<file path="src/rtl/yc_stream_pkg.sv">
// Shared constants and helpers for the 4:2:2 word interleaver.
// Assumes a 10-bit word width fixed by the stream format.
package yc_stream_pkg;

    localparam int WORD_W = 10;

    localparam logic [WORD_W-1:0] PRE_ONES  = 10'h3FF;
    localparam logic [WORD_W-1:0] PRE_ZERO  = 10'h000;
    localparam logic [WORD_W-1:0] BLK_CHROM = 10'h200;
    localparam logic [WORD_W-1:0] BLK_LUMA  = 10'h040;

    typedef enum logic [1:0] {
        RG_EAV,
        RG_FILL,
        RG_SAV,
        RG_ACT
    } line_region_t;

    // Build the fourth timing word from the field, vertical and horizontal flags.
    function automatic logic [WORD_W-1:0] make_xy(input logic f, input logic v, input logic h);
        return {1'b1, f, v, h, v ^ h, f ^ h, f ^ v, f ^ v ^ h, 2'b00};
    endfunction

endpackage

</file>
<file path="src/rtl/yc_line_timer.sv">
// Horizontal word counter. It restarts at 0 on each hsync rising edge and
// saturates at LINE_END, the first word after active video. A parity bit
// keeps alternating after saturation so the blanking fill stays in step.
// Assumes hsync is synchronous to clk.
module yc_line_timer #(
    parameter int ACTIVE_WORDS = 1440,
    parameter int HBLANK_FILL  = 268,
    parameter int HCNT_W       = 11
) (
    input  logic              clk,
    input  logic              rst_n,
    input  logic              hsync,
    output logic              hs_rise,
    output logic [HCNT_W-1:0] hcnt,
    output logic              par
);
    localparam int LINE_END = 8 + HBLANK_FILL + ACTIVE_WORDS;

    logic hs_q;

    // Delay hsync for rising-edge detection.
    always_ff @(posedge clk) begin
        if (!rst_n) hs_q <= 1'b0;
        else        hs_q <= hsync;
    end

    assign hs_rise = hsync & ~hs_q;

    // Count words since the line start; saturate after active video.
    always_ff @(posedge clk) begin
        if (!rst_n) begin
            hcnt <= HCNT_W'(LINE_END);
            par  <= 1'b0;
        end else if (hs_rise) begin
            hcnt <= '0;
            par  <= 1'b0;
        end else begin
            par <= ~par;
            if (hcnt != HCNT_W'(LINE_END)) hcnt <= hcnt + 1'b1;
        end
    end


    line_start_chk: assert property (@(posedge clk) disable iff (!rst_n)
        hs_rise |=> (hcnt == '0 && !par));


    cnt_range_chk: assert property (@(posedge clk) disable iff (!rst_n)
        hcnt <= HCNT_W'(LINE_END));

endmodule

</file>
<file path="src/rtl/yc_field_tracker.sv">
// Derives the field and vertical-blanking state from vsync and latches both
// at each line start for use in that line's timing words. The field is
// chosen by where in the line the vsync rising edge falls.
// Assumes vsync is synchronous to clk.
module yc_field_tracker #(
    parameter int HALF_WORDS = 858,
    parameter int VBL_LINES  = 20,
    parameter int HCNT_W     = 11
) (
    input  logic              clk,
    input  logic              rst_n,
    input  logic              vsync,
    input  logic              hs_rise,
    input  logic [HCNT_W-1:0] hcnt,
    output logic              line_f,
    output logic              line_v
);
    localparam int VC_W = $clog2(VBL_LINES + 1);

    logic            vs_q;
    logic            vs_rise;
    logic            field;
    logic            vblank;
    logic [VC_W-1:0] vcnt;

    // Delay vsync for rising-edge detection.
    always_ff @(posedge clk) begin
        if (!rst_n) vs_q <= 1'b0;
        else        vs_q <= vsync;
    end

    assign vs_rise = vsync & ~vs_q;

    // Track field, vertical blanking and its line count.
    always_ff @(posedge clk) begin
        if (!rst_n) begin
            field  <= 1'b0;
            vblank <= 1'b0;
            vcnt   <= '0;
        end else if (vs_rise) begin
            field  <= (hcnt >= HCNT_W'(HALF_WORDS));
            vblank <= 1'b1;
            vcnt   <= '0;
        end else if (hs_rise && vblank) begin
            if (vcnt == VC_W'(VBL_LINES - 1)) begin
                vblank <= 1'b0;
                vcnt   <= '0;
            end else begin
                vcnt <= vcnt + 1'b1;
            end
        end
    end

    // Freeze the flags for the whole line at its start.
    always_ff @(posedge clk) begin
        if (!rst_n) begin
            line_f <= 1'b0;
            line_v <= 1'b0;
        end else if (hs_rise) begin
            line_f <= field;
            line_v <= vblank;
        end
    end


    field_phase_chk: assert property (@(posedge clk) disable iff (!rst_n)
        vs_rise |=> (field == ($past(hcnt) >= HCNT_W'(HALF_WORDS))));


    vblank_start_chk: assert property (@(posedge clk) disable iff (!rst_n)
        vs_rise |=> vblank);

endmodule

</file>
<file path="src/rtl/yc_word_select.sv">
// Chooses the output word from the line position: timing references, the
// blanking fill, or the Cb/Y/Cr/Y interleave. It registers the result.
// Assumes HBLANK_FILL is a multiple of 4, so that the references and the
// active phase line up on 4-word boundaries.
module yc_word_select
    import yc_stream_pkg::*;
#(
    parameter int ACTIVE_WORDS = 1440,
    parameter int HBLANK_FILL  = 268,
    parameter int HCNT_W       = 11
) (
    input  logic              clk,
    input  logic              rst_n,
    input  logic              en,
    input  logic [HCNT_W-1:0] hcnt,
    input  logic              par,
    input  logic              line_f,
    input  logic              line_v,
    input  logic [WORD_W-1:0] y_in,
    input  logic [WORD_W-1:0] cb_in,
    input  logic [WORD_W-1:0] cr_in,
    output logic [WORD_W-1:0] dout
);
    localparam int SAV_START = 4 + HBLANK_FILL;
    localparam int ACT_START = SAV_START + 4;
    localparam int LINE_END  = ACT_START + ACTIVE_WORDS;

    line_region_t      rg;
    logic [1:0]        ph;
    logic              is_xy;
    logic [WORD_W-1:0] word;

    // Decode the region of the line from the word counter.
    always_comb begin
        if (hcnt < HCNT_W'(4))              rg = RG_EAV;
        else if (hcnt < HCNT_W'(SAV_START)) rg = RG_FILL;
        else if (hcnt < HCNT_W'(ACT_START)) rg = RG_SAV;
        else if (hcnt < HCNT_W'(LINE_END))  rg = RG_ACT;
        else                                rg = RG_FILL;
    end

    assign ph    = hcnt[1:0] - 2'(SAV_START);
    assign is_xy = (rg == RG_EAV || rg == RG_SAV) && (ph == 2'd3);

    // Pick the word for the current position.
    always_comb begin
        word = PRE_ZERO;
        unique case (rg)
            RG_EAV, RG_SAV: begin
                unique case (ph)
                    2'd0:    word = PRE_ONES;
                    2'd3:    word = make_xy(line_f, line_v, rg == RG_EAV);
                    default: word = PRE_ZERO;
                endcase
            end
            RG_FILL: word = par ? BLK_LUMA : BLK_CHROM;
            RG_ACT: begin
                unique case (ph)
                    2'd0:    word = cb_in;
                    2'd2:    word = cr_in;
                    default: word = y_in;
                endcase
            end
            default: word = PRE_ZERO;
        endcase
    end

    // Register the stream; force zero when the mode is off.
    always_ff @(posedge clk) begin
        if (!rst_n)   dout <= '0;
        else if (!en) dout <= '0;
        else          dout <= word;
    end


    mode_off_chk: assert property (@(posedge clk) disable iff (!rst_n)
        !en |=> (dout == '0));


    xy_frame_chk: assert property (@(posedge clk) disable iff (!rst_n)
        (is_xy && en) |=> (dout[9] && dout[1:0] == 2'b00));


    xy_prot_chk: assert property (@(posedge clk) disable iff (!rst_n)
        (is_xy && en) |=> (dout[5] == (dout[7] ^ dout[6]) && dout[4] == (dout[8] ^ dout[6])
                           && dout[3] == (dout[8] ^ dout[7])
                           && dout[2] == (dout[8] ^ dout[7] ^ dout[6])));

endmodule

</file>
<file path="src/rtl/yc_stream_mux.sv">
// Top level: 4:2:2 word interleaver with timing reference insertion on a
// line-locked clock at twice the pixel rate. It is enabled only when both
// mode controls are high. Assumes all inputs are synchronous to clk.
module yc_stream_mux #(
    parameter int ACTIVE_WORDS = 1440,
    parameter int HBLANK_FILL  = 268,
    parameter int HALF_WORDS   = 858,
    parameter int VBL_LINES    = 20
) (
    input  logic       clk,
    input  logic       rst_n,
    input  logic       chroma_decimate,
    input  logic       timing_insert,
    input  logic       hsync,
    input  logic       vsync,
    input  logic [9:0] y_in,
    input  logic [9:0] cb_in,
    input  logic [9:0] cr_in,
    output logic [9:0] stream_out
);
    localparam int LINE_END = 8 + HBLANK_FILL + ACTIVE_WORDS;
    localparam int HCNT_W   = $clog2(LINE_END + 1);

    logic              hs_rise;
    logic [HCNT_W-1:0] hcnt;
    logic              par;
    logic              line_f;
    logic              line_v;
    logic              mode_on;

    assign mode_on = chroma_decimate & timing_insert;

    yc_line_timer #(
        .ACTIVE_WORDS(ACTIVE_WORDS),
        .HBLANK_FILL (HBLANK_FILL),
        .HCNT_W      (HCNT_W)
    ) i_timer (
        .clk    (clk),
        .rst_n  (rst_n),
        .hsync  (hsync),
        .hs_rise(hs_rise),
        .hcnt   (hcnt),
        .par    (par)
    );

    yc_field_tracker #(
        .HALF_WORDS(HALF_WORDS),
        .VBL_LINES (VBL_LINES),
        .HCNT_W    (HCNT_W)
    ) i_field (
        .clk    (clk),
        .rst_n  (rst_n),
        .vsync  (vsync),
        .hs_rise(hs_rise),
        .hcnt   (hcnt),
        .line_f (line_f),
        .line_v (line_v)
    );

    yc_word_select #(
        .ACTIVE_WORDS(ACTIVE_WORDS),
        .HBLANK_FILL (HBLANK_FILL),
        .HCNT_W      (HCNT_W)
    ) i_select (
        .clk   (clk),
        .rst_n (rst_n),
        .en    (mode_on),
        .hcnt  (hcnt),
        .par   (par),
        .line_f(line_f),
        .line_v(line_v),
        .y_in  (y_in),
        .cb_in (cb_in),
        .cr_in (cr_in),
        .dout  (stream_out)
    );

endmodule

</file>
<file path="config.mk">
export PLATFORM = sky130hd
export DESIGN_NAME = yc_stream_mux
export DESIGN_NICKNAME = d
export VERILOG_FILES = /design/src/rtl/yc_stream_pkg.sv /design/src/rtl/yc_line_timer.sv /design/src/rtl/yc_field_tracker.sv /design/src/rtl/yc_word_select.sv /design/src/rtl/yc_stream_mux.sv
export SDC_FILE = /design/constraint.sdc
export NUM_CORES = 1
export LEC_CHECK = 0
export BUFFER_PORTS_ARGS = -buffer_cell sky130_fd_sc_hd__buf_2
export CORE_ASPECT_RATIO = 1.5
export CORE_MARGIN = 2
export CORE_UTILIZATION = 53
export DETAILED_ROUTE_END_ITERATION = 6
export GPL_ROUTABILITY_DRIVEN = 0
export PLACE_DENSITY = 0.85
export SKIP_CTS_REPAIR_TIMING = 1
export SLEW_MARGIN = 20
export SYNTH_ARGS = -nofsm -noshare
export SYNTH_HDL_FRONTEND = slang
export SYNTH_HIERARCHICAL = 1
export SYNTH_SLANG_ARGS = --single-unit
</file>
<file path="constraint.sdc">
create_clock -name clk -period 2.2 [get_ports clk]
set_clock_uncertainty 0.05 [all_clocks]
set_input_delay 0.22 -clock clk [delete_from_list [all_inputs] [get_ports clk]]
set_output_delay 0.22 -clock clk [all_outputs]
set_load 0.005 [all_outputs]
</file>
Word-level counts from Yosys, hierarchy flattened
Index checks and enable logic that the tools add are counted.

cells by class
  $add $sub $neg = 2
  order comparisons = 5
  equal/unequal tests = 7
  multiplexer cells = 14
  bitwise logic cells = 11
  reduce and logical (&&, ||, !) cells = 11

operators by type and width
  cell                   count
  $pmux 10 s2            2
  $pmux 10 s3            1
  $lt 11x9->1 const B    2
  $mux 11                2
  $add 11x1->11 const B  1
  $ge 11x10->1 const B   1
  $lt 11x11->1 const B   1
  $lt 11x3->1 const B    1
  $ne 11x11->1 const B   1
  $mux 10                1
  $eq 2x2->1 const B     4
  $mux 2                 4
  $reduce_bool 2->1      3
  $reduce_or 2->1        3
  $add 5x1->5 const B    1
  $eq 5x5->1 const B     1
  $mux 5                 1
  $logic_not 2->1        2
  $not 1->1              4
  $reduce_and 2->1       2
  $xor 1x1->1            4
  $and 1x1->1            3
  $mux 1                 3
  $eq 2x1->1 const B     1
  $logic_and 1x1->1      1

storage, ports and cells
  register bits after elaboration = 33
  input port bits = 36
  logic and storage cells = 61

Depth between registers and ports, before layout
  depth in word-level cells = 9
  gate-level depth with buffers = 8
  gate-level depth less buffers = 6

Hierarchy
The synthesis kept the hierarchy.

modules (own cells, without submodules)
  module            times used  cells each  area an instance (um^2)  sequential area each (um^2)
  yc_word_select    1           91          755.7                    200.2
  yc_line_timer     1           80          710.7                    260.2
  yc_field_tracker  1           50          461.7                    200.2
  yc_stream_mux     1           1           6.3                      0.0

Worst setup path before layout
No wires, ideal clock.

  kind = reg2reg
  start point = reg i_timer.hcnt[0]
  end point = reg i_select.dout[2]
  setup time = 75 ps
  arrival = 1607 ps
  data required time = 2075 ps
  setup slack = 468 ps
  stages on the path, launching flop included = 6
  path buffers = 1
  clock period less this slack = 1732 ps
  cell sequence = dfxtp_1 -> inv_1 -> ha_1 -> or4_1 -> buf_2 -> o22ai_1

on the way
  longest elaborated chain between the ends = 9
  elaborated cells between the ends (all ways) = 20
  those cells by class = 4 x order compare; 5 x eq/ne; 7 x mux; 1 x bitwise; 3 x reduce/logical

RTL lines
  what                      line                  text
  start: declaration        yc_line_timer.sv:14   output logic [HCNT_W-1:0] hcnt,
  start signal: assignment  yc_line_timer.sv:32   hcnt <= HCNT_W'(LINE_END);
  start signal: assignment  yc_line_timer.sv:39   if (hcnt != HCNT_W'(LINE_END)) hcnt <= hcnt + 1'b1;
  $lt 11x11->1              yc_word_select.sv:38  else if (hcnt < HCNT_W'(LINE_END)) rg = RG_ACT;
  $mux 2                    yc_word_select.sv:38
  $mux 2                    yc_word_select.sv:37  else if (hcnt < HCNT_W'(ACT_START)) rg = RG_SAV;
  $mux 2                    yc_word_select.sv:36  else if (hcnt < HCNT_W'(SAV_START)) rg = RG_FILL;
  $mux 2                    yc_word_select.sv:35  if (hcnt < HCNT_W'(4)) rg = RG_EAV;
  $logic_not 2->1           -
  $xor 1x1->1               yc_stream_pkg.sv:21   return {1'b1, f, v, h, v ^ h, f ^ h, f ^ v, f ^ v ^ h, 2'b00};
  $pmux 10 s2               yc_word_select.sv:50  unique case (ph)
  $pmux 10 s3 *             yc_word_select.sv:48  unique case (rg)
  end signal: assignment    yc_word_select.sv:72  else dout <= word;
  end: declaration          yc_word_select.sv:22  output logic [WORD_W-1:0] dout

Every way passes the cells marked *; elsewhere a longest branch is shown, timed or not.
A chain may end at the register's enable or synchronous reset.

Worst setup path after layout
  start point = reg i_timer.hcnt[0]
  end point = reg i_select.dout[7]

on the way
  longest elaborated chain between the ends = 8
  elaborated cells between the ends (all ways) = 19
  those cells by class = 4 x order compare; 5 x eq/ne; 7 x mux; 3 x reduce/logical

RTL lines
  what                                                  line
  $lt 11x11->1                                          yc_word_select.sv:38
  $mux 2                                                yc_word_select.sv:38
  $mux 2                                                yc_word_select.sv:37
  $mux 2                                                yc_word_select.sv:36
  $mux 2                                                yc_word_select.sv:35
  $eq 2x2->1 / $logic_not 2->1 (equally long branches)  -
  $reduce_or 2->1                                       yc_word_select.sv:48
  $pmux 10 s3 *                                         yc_word_select.sv:48

Marks and branches as above.

==> impl_metrics.py <==
metrics = {
    "global_route": {
        "grt_usage": 0.230,
        "grt_max_degree": 18,
        "grt_pass1_wl_mm": 7.29,
        "overflow": 0,
        "grt_pass1_vias": 1701,
        "antenna_found_initial": 0,
    },
    "routing": {
        "vias_per_cell": 5.92,
        "drt-pass1-iter-count": 4,
        "via_count": 1866,
        "drt_iter0_markers": 50,
        "totalWireLength_mm": 4.48,
        "drt-wirelength-per-cell_um": 14.2,
        "remaining_drc_errors": 0,
        "antenna_left": 0,
    },
    "yosys": {
        "yosysUniqueCellTypes": 53,
        "synth_edf_count": 0,
        "synth-seq-area-share": 0.342,
        "synth_largest_area_cell": "dfxtp_1",
        "synthMostInstantiatedCell": "dfxtp_1",
        "ys.warnings.count": 6,
        "synth_top_area_frac": 0.342,
        "synthTopCellsByCount": "dfxtp_1 (33), a21oi_1 (24), inv_1 (13), nor2_1 (13), nand2_1 (11)",
        "synth-seq-cells": 33,
        "synthArstFlopShare": 0,
        "synth_nets": 264,
        "synth_area_per_cell_sq_um": 8.71,
        "synth_area_sq_um": 1930,
        "synthCells": 222,
        "synth_flop_cell": "dfxtp_1",
        "ys_top_cells_by_area": "dfxtp_1 (34%), a21oi_1 (6.2%), a22o_1 (4.5%)",
    },
    "sta": {
        "hold_slack_ns": 0.0991,
        "rsz0062_at_grt": "no",
        "setup_tns_ns": 0,
        "setup_violations": 0,
        "tightest_slew_ns": 0.604,
        "min_period_over_period": 0.877,
        "finalHoldViolations": 0,
        "fmax_mhz": 518,
        "slew_headroom": 0.596,
        "fin_crit_ns": 1.93,
        "drv_slew": 0,
    },
    "final_layout": {
        "fin_util": 0.664,
        "area_growth_pct": 18.3,
        "final_cells": 315,
        "nNetsFinal": 314,
        "diodes": 0,
        "drive_above_1_share": 0.282,
    },
    "clock_network": {
        "worstSkewPairLatency_ns": 0.28,
        "cts_buffers": 5,
        "clkTransAtPathRegs_ns": 0.07,
        "htreeDepth": 2,
        "cts.path.max_buffers": 2,
        "cts_tree": "built",
        "cts.sinks": 33,
        "cts-root-buf": "clkbuf_8",
    },
    "worst_setup_path": {
        "crit_start": "i_timer/hcnt[0]",
        "cp_num_buf_inv": 1,
        "cp-end-kind": "flip-flop",
        "reg2reg_from": "i_timer/hcnt[0]",
        "critPathSlowestCell": "nor2_1",
        "required_ns": 2.36,
        "cp_top_family": "simple AND/OR/NAND/NOR gates",
        "worstSetupStartpointType": "flip-flop",
        "cp_max_fo": 11,
        "path_class": "reg2reg",
        "cp_slowest_stage_delay_ns": 0.52,
        "crit_chain": "inv_1, ha_1, nor2_1, a21oi_1, o22ai_2",
        "critPathArrivalTime_ns": 2.09,
    },
    "die": {
        "die_w_um": 53.3,
        "dieHeight_um": 78.0,
        "core_area_sq_um": 3450,
        "std_cell_rows": 26,
        "die_area_sq_um": 4160,
        "start_util": 0.561,
        "io_pins": 46,
    },
    "placement": {
        "numPortBuffers": 45,
        "dp_hpwl_mm": 3.36,
        "place_inst": 307,
    },
    "power_and_ir_drop": {
        "p_switching_uw": 400,
        "seqPwrFrac": 0.478,
        "p_leak_nw": 0.970,
        "pwr-share-clk": 0.312,
        "swShare": 0.290,
        "p_int_uw": 978,
        "worst_ir_drop_vdd_uv": 457,
        "p_per_area_nw_per_um2": 602,
        "comb_power_share": 0.210,
    },
    "job": {
        "cap_violations": 0,
    },
    "min_path": {
        "hp-start": "vsync",
        "hold_path.class": "in2reg",
    },
    "run_status": {
        "status": "completed",
    },
}
-- flip-flops by register name (all words and copies together) (netlist names) --
name / flops
i_field/vcnt: 5
i_timer/par: 1
i_select/dout: 10
i_field/line_f: 1
i_field/line_v: 1
i_field/vs_q: 1
i_field/field: 1
i_timer/hs_q: 1
i_timer/hcnt: 11
i_field/vblank: 1
-- through the flow --
step	worst slack [ns]	instance area [sq um]	power, mW
6_report	0.270	2290	1.38
5_1_grt	0.117	2290	1.45
4_1_cts	0.265	2290	1.39
3_5_place_dp	0.272	2210	0.958
3_3_place_gp	0.334	2210	0.950
2_1_floorplan	0.468	1930	0.865
-- layout make-up --
type                    count  area [sq um]
clock buffers               6          72.6
clock inverters             2          10.0
fillers                   304          1160
inverters                  14          52.6
multi-input cells         166          1160
flip-flops and latches     33           661
well taps                  42          52.6
repair buffers             52           278
-- layout by cell type (no fill, tap or decap), types with 2 or more instances in the layout --
| cell | synthesis | routed |
|---|---|---|
| ha_1 | 6 | 6 |
| a21oi_1 | 24 | 24 |
| xor2_1 | 5 | 5 |
| nand4_1 | 5 | 5 |
| nor3_1 | 3 | 3 |
| o22ai_2 | 3 | 3 |
| o211ai_1 | 7 | 7 |
| or4_1 | 4 | 4 |
| nand3b_1 | 3 | 3 |
| nor4_1 | 4 | 4 |
| o221ai_2 | 2 | 2 |
| o21ai_0 | 5 | 5 |
| a22o_1 | 10 | 10 |
| a31oi_1 | 4 | 4 |
| and2_1 | 4 | 4 |
| buf_2 | 2 | 45 |
| nand3_2 | 2 | 2 |
| buf_4 | 2 | 7 |
| nand4_2 | 3 | 3 |
| xnor2_1 | 5 | 5 |
| or3_1 | 4 | 4 |
| clkinv_2 | 0 | 2 |
| nor2_1 | 13 | 13 |
| nand2b_1 | 3 | 3 |
| dfxtp_1 | 33 | 33 |
| nand4b_1 | 3 | 3 |
| o21ai_1 | 2 | 2 |
| nand3_1 | 7 | 7 |
| o22ai_1 | 3 | 3 |
| nor2b_1 | 2 | 2 |
| nand2_1 | 11 | 11 |
| inv_1 | 13 | 13 |
| clkbuf_8 | 0 | 5 |
-- worst paths after layout --
path,depth (start not counted),slack [ns],end
worst min-delay path,2,0.1,i_field/vs_q
worst max-delay path,5,0.27,i_select/dout[7]
worst max register to register,5,0.27,i_select/dout[7]
worst min register to register,1,0.43,i_timer/par
-- power groups by stage --
| stage | registers, mW | clock network (mW) | logic, mW |
|---|---|---|---|
| after floorplan | 0.671 | 0 | 0.195 |
| after detailed placement | 0.672 | 0 | 0.286 |
| after global placement | 0.669 | 0 | 0.280 |
| after global routing | 0.662 | 0.467 | 0.324 |
| after CTS | 0.658 | 0.440 | 0.289 |
| final | 0.659 | 0.430 | 0.290 |
-- per-layer routing --
| layer | share of wire | track usage |
|---|---|---|
| met4 | 0.0094 | 0.0821 |
| met3 | 0.059 | 0.0423 |
| met1 | 0.40 | 0.253 |
| met2 | 0.53 | 0.417 |
| met5 | 0 | 0 |
-- logic make-up after synthesis --
kind of cell / Yosys count / share of synthesized area
buffers and inverters: 23 / 0.0576
DFF: 33 / 0.342
and+or+nand+nor: 80 / 0.255
AOI/OAI and AO/OA: 69 / 0.257
xor gates and xnor gates: 10 / 0.0453
adders and majority gates: 6 / 0.0388
muxes: 1 / 0.00517
Note: power is estimated with default switching activity, not from simulation.
